<file path="src/rtl/ddr2_seq_pkg.sv">
package ddr2_seq_pkg;

    localparam int NUM_STEPS = 13;
    localparam int STEP_W    = $clog2(NUM_STEPS);
    localparam int CMD_W     = 32;

    // command encodings
    localparam logic [CMD_W-1:0] OP_WAKE     = 32'h1000_0000;
    localparam logic [CMD_W-1:0] OP_NOP      = 32'h2000_0000;
    localparam logic [CMD_W-1:0] OP_PREA     = 32'h3000_0000;
    localparam logic [CMD_W-1:0] OP_REFRESH  = 32'h4000_0000;
    localparam logic [CMD_W-1:0] OP_EMR2     = 32'hA000_0000;
    localparam logic [CMD_W-1:0] OP_EMR3     = 32'hB000_0000;
    localparam logic [CMD_W-1:0] OP_EMR1     = 32'h9000_0000;
    localparam logic [CMD_W-1:0] EMR1_ODT75  = 32'h0000_0004;
    localparam logic [CMD_W-1:0] EMR1_WEAK   = 32'h0000_0002;
    localparam logic [CMD_W-1:0] OCD_DEFAULT = 32'h0000_0380;
    localparam logic [CMD_W-1:0] OCD_LEAVE   = 32'h0000_0000;
    localparam logic [CMD_W-1:0] MR_BASE     = 32'h8020_0003;
    localparam logic [CMD_W-1:0] MR_DLL_RST  = 32'h0000_0100;

    typedef enum logic [3:0] {
        ST_DLL_ON, ST_DLL_GO, ST_LOCK, ST_PWRUP, ST_ISSUE,
        ST_SENT, ST_BUSY, ST_GAP, ST_DONE, ST_ERR
    } seq_state_e;

    typedef struct packed {
        seq_state_e        state;
        logic [STEP_W-1:0] step;
        logic [CMD_W-1:0]  cmd;
        logic              valid;
        logic              dll_en;
        logic              dll_start;
        logic              done;
        logic              err;
    } seq_regs_t;

endpackage

</file>
<file path="src/rtl/ddr2_us_timer.sv">
module ddr2_us_timer #(
    parameter int CW = 8
) (
    input  logic          clk,
    input  logic          rst_n,
    input  logic          load,
    input  logic [CW-1:0] load_val,
    input  logic          tick,
    output logic          expired
);
    logic [CW-1:0] cnt_d, cnt_q;

    always_comb begin
        cnt_d = cnt_q;
        if (load)
            cnt_d = load_val;
        else if (tick && cnt_q != '0)
            cnt_d = cnt_q - CW'(1);
    end

    always_ff @(posedge clk or negedge rst_n) begin
        if (!rst_n) cnt_q <= '0;
        else        cnt_q <= cnt_d;
    end

    assign expired = (cnt_q == '0);

    // each tick removes exactly one unit while the count is live
    a_r8_tick_counts: assert property (@(posedge clk) disable iff (!rst_n)
        (tick && !load && !expired) |=> (cnt_q == $past(cnt_q) - CW'(1)));

endmodule

</file>
<file path="src/rtl/ddr2_cmd_table.sv">
module ddr2_cmd_table
    import ddr2_seq_pkg::*;
(
    input  logic [STEP_W-1:0] step,
    input  logic [3:0]        cas_lat,
    input  logic [3:0]        wr_rec,
    output logic [CMD_W-1:0]  word,
    output logic              gap_after,
    output logic              last
);
    logic [CMD_W-1:0] mode_word;
    logic [CMD_W-1:0] emr1_word;

    assign mode_word = MR_BASE + (CMD_W'(cas_lat) << 4)
                     + ((CMD_W'(wr_rec) - CMD_W'(1)) << 9);
    assign emr1_word = OP_EMR1 | EMR1_ODT75 | EMR1_WEAK;

    always_comb begin
        case (step)
            STEP_W'(0):  word = OP_WAKE;
            STEP_W'(1):  word = OP_NOP;
            STEP_W'(2):  word = OP_PREA;
            STEP_W'(3):  word = OP_EMR2;
            STEP_W'(4):  word = OP_EMR3;
            STEP_W'(5):  word = emr1_word;
            STEP_W'(6):  word = mode_word + MR_DLL_RST;
            STEP_W'(7):  word = OP_PREA;
            STEP_W'(8):  word = OP_REFRESH;
            STEP_W'(9):  word = OP_REFRESH;
            STEP_W'(10): word = mode_word;
            STEP_W'(11): word = emr1_word + OCD_DEFAULT;
            default:     word = emr1_word + OCD_LEAVE;
        endcase
    end

    // settling gaps follow the EMR1 write through the plain mode write
    assign gap_after = (step >= STEP_W'(5)) && (step <= STEP_W'(10));
    assign last      = (step == STEP_W'(NUM_STEPS - 1));

endmodule

</file>
<file path="src/rtl/ddr2_init_seq.sv">
module ddr2_init_seq
    import ddr2_seq_pkg::*;
#(
    parameter int         POWERUP_US      = 200,
    parameter int         GAP_US          = 1,
    parameter int         LOCK_TIMEOUT_US = 1000,
    parameter logic [7:0] DLL_START_PT    = 8'h28,
    parameter logic [7:0] DLL_INC         = 8'h28
) (
    input  logic        clk,
    input  logic        rst_n,
    input  logic [3:0]  cas_lat,
    input  logic [3:0]  wr_rec,
    input  logic        us_tick,
    input  logic [1:0]  phy_lock,
    input  logic        cmd_busy,
    output logic [31:0] cmd_word,
    output logic        cmd_valid,
    output logic        dll_en,
    output logic        dll_start,
    output logic [7:0]  dll_point,
    output logic [7:0]  dll_step,
    output logic        init_done,
    output logic        init_err
);
    localparam int T_A  = (POWERUP_US > LOCK_TIMEOUT_US) ? POWERUP_US : LOCK_TIMEOUT_US;
    localparam int TMAX = (GAP_US > T_A) ? GAP_US : T_A;
    localparam int CW   = $clog2(TMAX + 1);

    seq_regs_t        r_d, r_q;
    logic             tmr_load;
    logic [CW-1:0]    tmr_val;
    logic             tmr_done;
    logic [CMD_W-1:0] tbl_word;
    logic             tbl_gap, tbl_last;

    ddr2_cmd_table u_table (
        .step      (r_q.step),
        .cas_lat   (cas_lat),
        .wr_rec    (wr_rec),
        .word      (tbl_word),
        .gap_after (tbl_gap),
        .last      (tbl_last)
    );

    ddr2_us_timer #(.CW(CW)) u_timer (
        .clk      (clk),
        .rst_n    (rst_n),
        .load     (tmr_load),
        .load_val (tmr_val),
        .tick     (us_tick),
        .expired  (tmr_done)
    );

    always_comb begin
        r_d      = r_q;
        r_d.valid = 1'b0;
        tmr_load = 1'b0;
        tmr_val  = '0;
        case (r_q.state)
            ST_DLL_ON: begin
                r_d.dll_en = 1'b1;
                r_d.state  = ST_DLL_GO;
            end
            ST_DLL_GO: begin
                r_d.dll_start = 1'b1;
                r_d.state     = ST_LOCK;
                tmr_load      = 1'b1;
                tmr_val       = CW'(LOCK_TIMEOUT_US);
            end
            ST_LOCK: begin
                if (&phy_lock) begin
                    r_d.state = ST_PWRUP;
                    tmr_load  = 1'b1;
                    tmr_val   = CW'(POWERUP_US);
                end else if (tmr_done) begin
                    r_d.state = ST_ERR;
                    r_d.err   = 1'b1;
                end
            end
            ST_PWRUP: if (tmr_done) r_d.state = ST_ISSUE;
            ST_ISSUE: begin
                if (!cmd_busy) begin
                    r_d.valid = 1'b1;
                    r_d.cmd   = tbl_word;
                    r_d.state = ST_SENT;
                end
            end
            ST_SENT: r_d.state = ST_BUSY;
            ST_BUSY: begin
                if (!cmd_busy) begin
                    if (tbl_last) begin
                        r_d.state = ST_DONE;
                        r_d.done  = 1'b1;
                    end else begin
                        r_d.step = r_q.step + STEP_W'(1);
                        if (tbl_gap) begin
                            r_d.state = ST_GAP;
                            tmr_load  = 1'b1;
                            tmr_val   = CW'(GAP_US);
                        end else begin
                            r_d.state = ST_ISSUE;
                        end
                    end
                end
            end
            ST_GAP: if (tmr_done) r_d.state = ST_ISSUE;
            default: ;
        endcase
    end

    always_ff @(posedge clk or negedge rst_n) begin
        if (!rst_n) r_q <= '{state: ST_DLL_ON, step: '0, cmd: '0, default: 1'b0};
        else        r_q <= r_d;
    end

    assign cmd_word  = r_q.cmd;
    assign cmd_valid = r_q.valid;
    assign dll_en    = r_q.dll_en;
    assign dll_start = r_q.dll_start;
    assign dll_point = DLL_START_PT;
    assign dll_step  = DLL_INC;
    assign init_done = r_q.done;
    assign init_err  = r_q.err;

    a_r9_single_pulse: assert property (@(posedge clk) disable iff (!rst_n)
        cmd_valid |=> !cmd_valid);
    a_r9_idle_when_busy: assert property (@(posedge clk) disable iff (!rst_n)
        cmd_valid |-> !$past(cmd_busy));
    a_r10_done_holds: assert property (@(posedge clk) disable iff (!rst_n)
        init_done |=> init_done);
    a_r10_quiet_after_done: assert property (@(posedge clk) disable iff (!rst_n)
        init_done |-> !cmd_valid);
    a_r4_err_holds: assert property (@(posedge clk) disable iff (!rst_n)
        init_err |=> (init_err && !cmd_valid && !init_done));
    a_r2_start_needs_en: assert property (@(posedge clk) disable iff (!rst_n)
        dll_start |-> dll_en);
    a_r3_lock_gate: assert property (@(posedge clk) disable iff (!rst_n)
        (r_q.state == ST_LOCK && !(&phy_lock)) |=>
            (r_q.state == ST_LOCK || r_q.state == ST_ERR));

endmodule

</file>
<file path="config.mk">
export PLATFORM = sky130hd
export DESIGN_NAME = ddr2_init_seq
export DESIGN_NICKNAME = d
export VERILOG_FILES = /design/src/rtl/ddr2_seq_pkg.sv /design/src/rtl/ddr2_us_timer.sv /design/src/rtl/ddr2_cmd_table.sv /design/src/rtl/ddr2_init_seq.sv
export SDC_FILE = /design/constraint.sdc
export NUM_CORES = 1
export LEC_CHECK = 0
export BUFFER_PORTS_ARGS = -buffer_cell sky130_fd_sc_hd__buf_2
export CAP_MARGIN = 0
export CORE_UTILIZATION = 53
export CTS_CLUSTER_DIAMETER = 40
export DETAILED_ROUTE_END_ITERATION = 6
export PLACE_DENSITY = 0.83
export SYNTH_ARGS = -nofsm -noshare
export SYNTH_HDL_FRONTEND = slang
export SYNTH_SLANG_ARGS = --single-unit
export TNS_END_PERCENT = 50
</file>
<file path="constraint.sdc">
create_clock -name clk -period 2.91 [get_ports clk]
set_input_delay 0.582 -clock clk [delete_from_list [all_inputs] [get_ports clk]]
set_output_delay 0.582 -clock clk [all_outputs]
set_load 0.05 [all_outputs]
</file>
==> impl_summary.txt, run 1 <==
----------------------------------------------------
[Run status]
  Outcome ... finished clean

[Die]
  I/O pins ... between 60 and 70
  Die area ... about 5100 um^2
  Number of cell rows ... 24
  X dimension of the die ... 71.6 um
  Height of the die ... 71.6 um
  Placeable core region ... between 4000 and 5000 um^2
  Starting density of the core ... a little under three fifths

[Pwr]
  LEAKAGE ... approximately 1.3 nW
  Maximum vdd ir drop ... slightly below 400 uV
  Total power divided by cell area ... ~1000 nW/um^2

[CTS]
  Clock root buffer master ... sky130_fd_sc_hd__clkbuf_8
  Post-CTS Setup Repair Bufs ... 0
  # resized after CTS ... 0
  Number of clock sinks seen by CTS ... 41
  CTS tree ... yes
  Clock transition at the registers of the reported paths ... roughly 0.08 ns
  Clock latency on the worst-skew pair ... about 0.3 ns
  Number of buffers inserted during clock tree synthesis ... 5
  Count of hold buffers inserted by post-cts repair ... 0
  H-Tree Level Count ... 2
  Longest Clk Path Bufs ... 2

[Cells and area]
  Layout filler cell count ... about 390
  Proportion of layout cells with a drive suffix above 1 ... a little over a fifth
  Number of nets in the finished design ... ~320
  Antenna diode instance count ... 0
  Synth-to-Final Area Change ... 2.00%
  Final Core Density ... 58.1%

[Routing]
  Iter 0 DRT Violations ... ~120
  Number of detailed-route iterations in the first pass ... 4
  Post-route DRC violation count ... 0
  Total number of vias ... 1921
  Antenna-violating nets left ... 0
  Final Routed Wirelength ... ~4700 um
  Vias per inst ... around 5.5
  Average detailed-routed wire length per instance ... roughly 13 um

[Global routing]
  Via count of the first global-routing pass ... 1752
  Wire length of the first global-routing pass ... between 7000 and 8000 um
  Total overflow reported by the global router ... 0
  Number of antenna violations at the first check in global routing ... 0
  Overall Global Routing Usage ... 19.1%
  Pin count of the biggest net entering global routing ... between 40 and 50

[Worst setup path]
  Crit Path Class ... flop to flop
  Setup crit start kind ... flop
  Critical path arrival ... 2.43 ns
  R2r startpoint ... r_q[37]
  FF-to-FF setup slack ... about 0.66 ns
  Endpoint of the lowest-slack register-to-register path ... u_timer.cnt_q[9]
  Largest fanout of any net on the critical path ... 9
  Required time reported for the critical path endpoint ... between 3 and 4 ns
  Kind of end point of the critical path ... flop
  Worst R2R Path Depth ... 7

[STA]
  Relative slew margins ... between 40% and 50%
  Layout Skew ... 0.00636 ns
  Setup repair after global routing missed its margin ... false
  Top achievable clock speed ... 445 MHz
  Fraction of the cycle the final worst path needs ... between 70% and 80%
  Number of slew-limit violations in the final report ... 0
  Count of final hold-check violations ... 0
  Total negative setup slack ... 0 ns
  Slew of the pin with the lowest slew margin ... ~0.88 ns
  Final count of negative-setup-slack endpoints ... 0
  Clock period minus worst slack ... approximately 2.2 ns

[Job]
  Max-capacitance violation count ... 0

[Logic synthesis]
  Fraction of the yosys area taken by sequential cells ... about two fifths
  Cell variety after synth ... 50
  Count of flip-flops with a built-in enable after synthesis ... 0
  Yosys warning total ... 0
  Cells after Synth ... about 280
  Async S/R FF share, synth ... 100%
  Synthesized area ... approximately 2600 um^2
  Count of state elements after synthesis ... 41
  Leading register cell type out of synthesis ... sky130_fd_sc_hd__dfrtp_1
  Synth Area per Inst ... roughly 9 um^2

[Placed design]
  Number of buffers added on ports ... 43
  Half-perimeter wire length of the detailed placement result ... ~3300 um
  Final Wtd Congestion ... 0.816

[Worst hold path]
  Hold Crit Class ... primary input to async pin

----------------------------------------------------
==> report_power, final <==
group | total [mW] | switching [mW] | internal [mW] | leakage [nW]
registers | 0.972 | 0.221 | 0.750 | 0.516
clock network | 0.370 | 0.204 | 0.166 | 0.0439
logic | 1.26 | 0.821 | 0.444 | 0.721
total | 2.61 | 1.25 | 1.36 | 1.28
==> flip-flops by register name (all words and copies together), names as in the netlist <==
register,count
cmd_valid,1
dll_en,1
init_err,1
init_done,1
u_timer.cnt_q,10
r_q,8
dll_start,1
cmd_word,18
==> routing by layer <==
metal  routed length, um  global-route usage (%)
met1                2030                    23.6
met2                2330                    32.1
met3                 217                    3.80
met4                 116                    9.37
met5                   0                       0
==> layout make-up <==
class | count | area [um^2] | area share (%)
multi-input combinational | 192 | 1160 | 44.4
sequential | 41 | 1030 | 39.2
timing repair buffer | 45 | 230 | 8.80
clock buffer | 5 | 68.8 | 2.63
tap | 52 | 65.1 | 2.49
inverter | 12 | 45.0 | 1.72
clock inverter | 3 | 17.5 | 0.670
==> cell usage after synthesis (all sizes together) (2+ instances only) <==
| master | number | share of area [%] |
|---|---|---|
| a21o | 2 | 0.59 |
| a21oi | 10 | 2.0 |
| a22o | 6 | 2.0 |
| a22oi | 3 | 0.88 |
| a31oi | 4 | 0.98 |
| a32oi | 2 | 0.68 |
| buf | 52 | 15 |
| clkbuf | 8 | 1.2 |
| conb | 2 | 0.29 |
| dfrtp | 41 | 40 |
| ha | 8 | 3.9 |
| inv | 12 | 1.8 |
| nand2 | 28 | 4.1 |
| nand2b | 8 | 2.0 |
| nand3 | 3 | 0.59 |
| nor2 | 16 | 2.3 |
| nor2b | 3 | 0.73 |
| nor3 | 7 | 1.4 |
| nor3b | 3 | 0.88 |
| nor4 | 3 | 0.73 |
| o21ai | 24 | 4.7 |
| o22ai | 2 | 0.49 |
| o31ai | 4 | 1.7 |
| o32ai | 2 | 0.68 |
| or2 | 2 | 0.49 |
| or4b | 2 | 0.78 |
| xnor2 | 8 | 2.7 |
| xor2 | 2 | 0.68 |
==> critical path, stage by stage, from the launching register on <==
cell and delay, ns:
sky130_fd_sc_hd__dfrtp_1 0.42, sky130_fd_sc_hd__inv_1 0.15, sky130_fd_sc_hd__ha_1 0.34, sky130_fd_sc_hd__nand3_1 0.13
sky130_fd_sc_hd__and3_1 0.30, sky130_fd_sc_hd__a21oi_1 0.45, sky130_fd_sc_hd__a22oi_1 0.18, sky130_fd_sc_hd__a2bb2oi_1 0.16
==> kinds of logic (layout without fill, tap and decap cells) <==
family | count (synthesis) | in the layout | share of synthesized area, %
mux | 1 | 1 | 0.439
other cells | 2 | 23 | 0.293
simple gates | 83 | 83 | 16.3
flops | 41 | 41 | 40.0
xor+xnor | 10 | 10 | 3.42
buf+inv | 72 | 65 | 17.7
compound gates | 67 | 67 | 18.0
fa+ha+maj | 8 | 8 | 3.90
==> worst max path at each step <==
stage               depth (start not counted)  slack (ns)    start               end
detailed placement                          7        0.71  r_q[37]  u_timer.cnt_q[9]
CTS                                         7        0.68  r_q[37]  u_timer.cnt_q[9]
global placement                            7        0.79  r_q[37]  u_timer.cnt_q[9]
floorplan                                  10        0.87  r_q[37]           r_q[41]
finish                                      7        0.66  r_q[37]  u_timer.cnt_q[9]
global route                                7        0.44  r_q[38]  u_timer.cnt_q[9]
==> layout by cell type, fill, tap and decap left out, types with 2 or more instances in the layout <==
cell | synthesis | routed
sky130_fd_sc_hd__o21ai_0 | 23 | 23
sky130_fd_sc_hd__nand2_1 | 28 | 28
sky130_fd_sc_hd__a22oi_1 | 3 | 3
sky130_fd_sc_hd__conb_1 | 2 | 23
sky130_fd_sc_hd__xnor2_1 | 8 | 8
sky130_fd_sc_hd__dfrtp_1 | 41 | 41
sky130_fd_sc_hd__clkbuf_8 | 0 | 5
sky130_fd_sc_hd__a22o_1 | 6 | 6
sky130_fd_sc_hd__nor3b_1 | 3 | 3
sky130_fd_sc_hd__o32ai_1 | 2 | 2
sky130_fd_sc_hd__o22ai_1 | 2 | 2
sky130_fd_sc_hd__inv_1 | 12 | 12
sky130_fd_sc_hd__a21o_1 | 2 | 2
sky130_fd_sc_hd__a21oi_1 | 10 | 10
sky130_fd_sc_hd__ha_1 | 8 | 8
sky130_fd_sc_hd__nand3_1 | 3 | 3
sky130_fd_sc_hd__xor2_1 | 2 | 2
sky130_fd_sc_hd__or2_2 | 2 | 2
sky130_fd_sc_hd__nor2b_1 | 3 | 3
sky130_fd_sc_hd__a32oi_1 | 2 | 2
sky130_fd_sc_hd__nor3_1 | 7 | 7
sky130_fd_sc_hd__buf_4 | 48 | 2
sky130_fd_sc_hd__nand2b_1 | 8 | 8
sky130_fd_sc_hd__a31oi_1 | 4 | 4
sky130_fd_sc_hd__clkinv_2 | 0 | 2
sky130_fd_sc_hd__buf_2 | 3 | 43
sky130_fd_sc_hd__nor2_1 | 16 | 16
sky130_fd_sc_hd__nor4_1 | 3 | 3
sky130_fd_sc_hd__o31ai_1 | 3 | 3
==> stage by stage <==
step / instance area (um^2) / hold WS (ns) / setup slack, ns / power [mW] / instances
5_1_grt: 2620 / 0.473 / 0.443 / 2.78 / 350
6_report: 2620 / 0.395 / 0.661 / 2.61 / 350
3_3_place_gp: 2530 / 0.440 / 0.786 / 2.18 / 342
2_1_floorplan: 2640 / 0.286 / 0.867 / 2.05 / 305
3_5_place_dp: 2530 / 0.438 / 0.708 / 2.22 / 342
4_1_cts: 2620 / 0.430 / 0.683 / 2.60 / 350
(Power assumes the default switching activity.)
==> run 2, diff against run 1 <==
CORE_UTILIZATION = 48   (was 53)
PLACE_DENSITY = 0.79   (was 0.83)
clock period = 1.9 ns   (was 2.91 ns; I/O delays follow)
==> run 2 against run 1 <==
Compared with the run above: core utilization fell by 0.83 points; combinational power rose by 89%; cell count rose by 13%; critical endpoint is now u_timer.cnt_q[7]; clock skew barely moved; sequential share of layout area fell by 4.3 points; non-clock buffer count rose by 26; the flow now finishes with violations (negative setup slack); sequential power rose by 45%; sequential cell count did not move; fmax rose by 12%.
==> impl_summary.txt, run 2 (synthesis gave the netlist of run 1 again) <==
----------------------------------------------------
[STA]
  Top achievable clock speed ... ~500 MHz
  Worst hold margin ... 0.133 ns
  PnR worst setup slack ... -0.103 ns
  Number of slew-limit violations in the final report ... 0
  Fraction of the cycle the final worst path needs ... 105%
  Relative slew margins ... between 60 and 70%
  Final count of negative-setup-slack endpoints ... 9
  Total negative setup slack ... -0.501 ns
  Clock period minus worst slack ... between 2 and 2.5 ns
  Setup repair after global routing missed its margin ... true
  Slew of the pin with the lowest slew margin ... approximately 0.51 ns
  Count of final hold-check violations ... 0
  Layout Skew ... ~0.0066 ns

[Job]
  Max-capacitance violation count ... 0

[Routing]
  Total number of vias ... around 2000
  Vias per inst ... 5.10
  Number of detailed-route iterations in the first pass ... 4
  Iter 0 DRT Violations ... 128
  Antenna-violating nets left ... 0
  Post-route DRC violation count ... 0
  Final Routed Wirelength ... about 5000 um
  Average detailed-routed wire length per instance ... 12.7 um

[CTS]
  Clock root buffer master ... sky130_fd_sc_hd__clkbuf_8
  Count of hold buffers inserted by post-cts repair ... 0
  Longest Clk Path Bufs ... 2
  Number of clock sinks seen by CTS ... around 40
  Clock latency on the worst-skew pair ... ~0.30 ns
  Clock transition at the registers of the reported paths ... roughly 0.080 ns
  CTS tree ... yes
  H-Tree Level Count ... 2
  Number of buffers inserted during clock tree synthesis ... 5

[Cells and area]
  Antenna diode instance count ... 0
  Layout filler cell count ... between 400 and 500
  Non-filler instance count after layout ... just under 400
  Most common library cell in the layout ignoring fill and taps ... sky130_fd_sc_hd__buf_2
  Synth-to-Final Area Change ... 14.7%
  Number of nets in the finished design ... 345
  Proportion of layout cells with a drive suffix above 1 ... between 30% and 40%
  Top library cells by usage in the layout, fill and taps aside ... sky130_fd_sc_hd__buf_2, sky130_fd_sc_hd__dfrtp_1, sky130_fd_sc_hd__nand2_1, sky130_fd_sc_hd__buf_4, sky130_fd_sc_hd__conb_1
  Max FFs per register ... 18

[Global routing]
  Via count of the first global-routing pass ... around 1800
  Overall Global Routing Usage ... a little under a fifth
  Total overflow reported by the global router ... 0
  Number of antenna violations at the first check in global routing ... 0
  Wire length of the first global-routing pass ... roughly 8000 um
  Pin count of the biggest net entering global routing ... 42

[Pwr]
  Total power divided by cell area ... 1540 nW/um^2
  Total power after layout ... between 4 and 5 mW
  Maximum vdd ir drop ... 605 uV
  LEAKAGE ... 1.43 nW

[Worst setup path]
  Kind of end point of the critical path ... flop
  Critical path arrival ... roughly 2.2 ns
  Largest fanout of any net on the critical path ... 6
  Stage delay of the slowest cell on the critical path ... 0.47 ns
  Required time reported for the critical path endpoint ... a little over 2 ns
  Crit Path Class ... flop to flop
  Setup crit start kind ... flop
  R2r startpoint ... u_timer.cnt_q[0]
  Standard cell with the maximum stage delay on the critical path ... sky130_fd_sc_hd__or4b_4
  FF-to-FF setup slack ... -0.10 ns
  Worst path cell trace ... inv_2 -> ha_4 -> or4b_4 -> buf_6 -> o31a_4 -> nand3_2 -> xor2_1 -> o21ai_1
  Startpoint of the worst setup timing path ... u_timer.cnt_q[0]

[Die]
  Height of the die ... around 75 um
  X dimension of the die ... 75.1 um
  I/O pins ... 67
  Die area ... 5640 um^2
  Starting density of the core ... roughly half
  Number of cell rows ... 26
  Placeable core region ... about 5100 um^2

[Run status]
  Failing checks ... negative setup slack
  Outcome ... complete, but fails checks

[Placed design]
  Half-perimeter wire length of the detailed placement result ... about 3600 um
  Number of buffers added on ports ... 43
  Final Wtd Congestion ... slightly above 0.8
  Post-Place Cells ... roughly 380

[Worst hold path]
  Hold Crit Class ... primary input to async pin

----------------------------------------------------
## run 2: path summary, 6_finish.rpt
| check | to | depth (start not counted) |
|---|---|---|
| worst max-delay path | u_timer.cnt_q[7] | 8 |
| worst min-delay path | dll_en | 2 |
| worst max register to register | u_timer.cnt_q[7] | 8 |
| worst min register to register | dll_en | 1 |
| max in group asynchronous | r_q[38] | 2 |
| min in group clk | cmd_word[4] | 2 |
## run 2: per-stage QoR
stage	cell area, um^2	setup WS (ns)	util [%]
2_1_floorplan	2650	0.000818	-
3_3_place_gp	2730	-0.0986	53.1
3_5_place_dp	2730	-0.141	53.1
6_report	2940	-0.103	57.2
5_1_grt	2940	-0.169	57.2
4_1_cts	2890	-0.0630	56.1
## run 2: power breakdown
group	leakage (nW)	switching, mW	internal (mW)
clock network	0.0574	0.310	0.427
registers	0.515	0.261	1.15
logic	0.856	1.42	0.957
total	1.43	2.00	2.53
## run 2: layer usage
layer  vias up  share of wire [%]  track usage (%)
met5         -                  0                0
met4         0                2.5             8.60
met3        11                4.6             4.28
met2        67                 49             32.2
met1       954                 44             23.2
li1        976                  -                -
## run 2: what timing repair did
item	in CTS	in global routing
setup buffers	1	2
endpoints found under the setup margin	13	14
pin swaps	7	5
gates resized for setup	9	11
## run 2: critical path, delay by kind of cell, from the launching register on
| kind | cells | cell delay (ns) |
|---|---|---|
| DFF | 1 | 0.40 |
| AOI/OAI and AO/OA | 2 | 0.41 |
| xor gates and xnor gates | 1 | 0.16 |
| and+or+nand+nor | 2 | 0.56 |
| buffers and inverters | 2 | 0.23 |
| adders and majority gates | 1 | 0.12 |
## run 2: layout make-up
class | instances | area (um^2) | share of cell area (%)
Timing Repair Buffer | 71 | 433 | 14.7
Clock inverter | 2 | 37.5 | 1.28
Inverter | 12 | 45.0 | 1.53
Sequential cell | 41 | 1030 | 34.9
Multi-Input combinational cell | 192 | 1230 | 41.8
Clock buffer | 6 | 82.6 | 2.81
Tap cell | 70 | 87.6 | 2.98
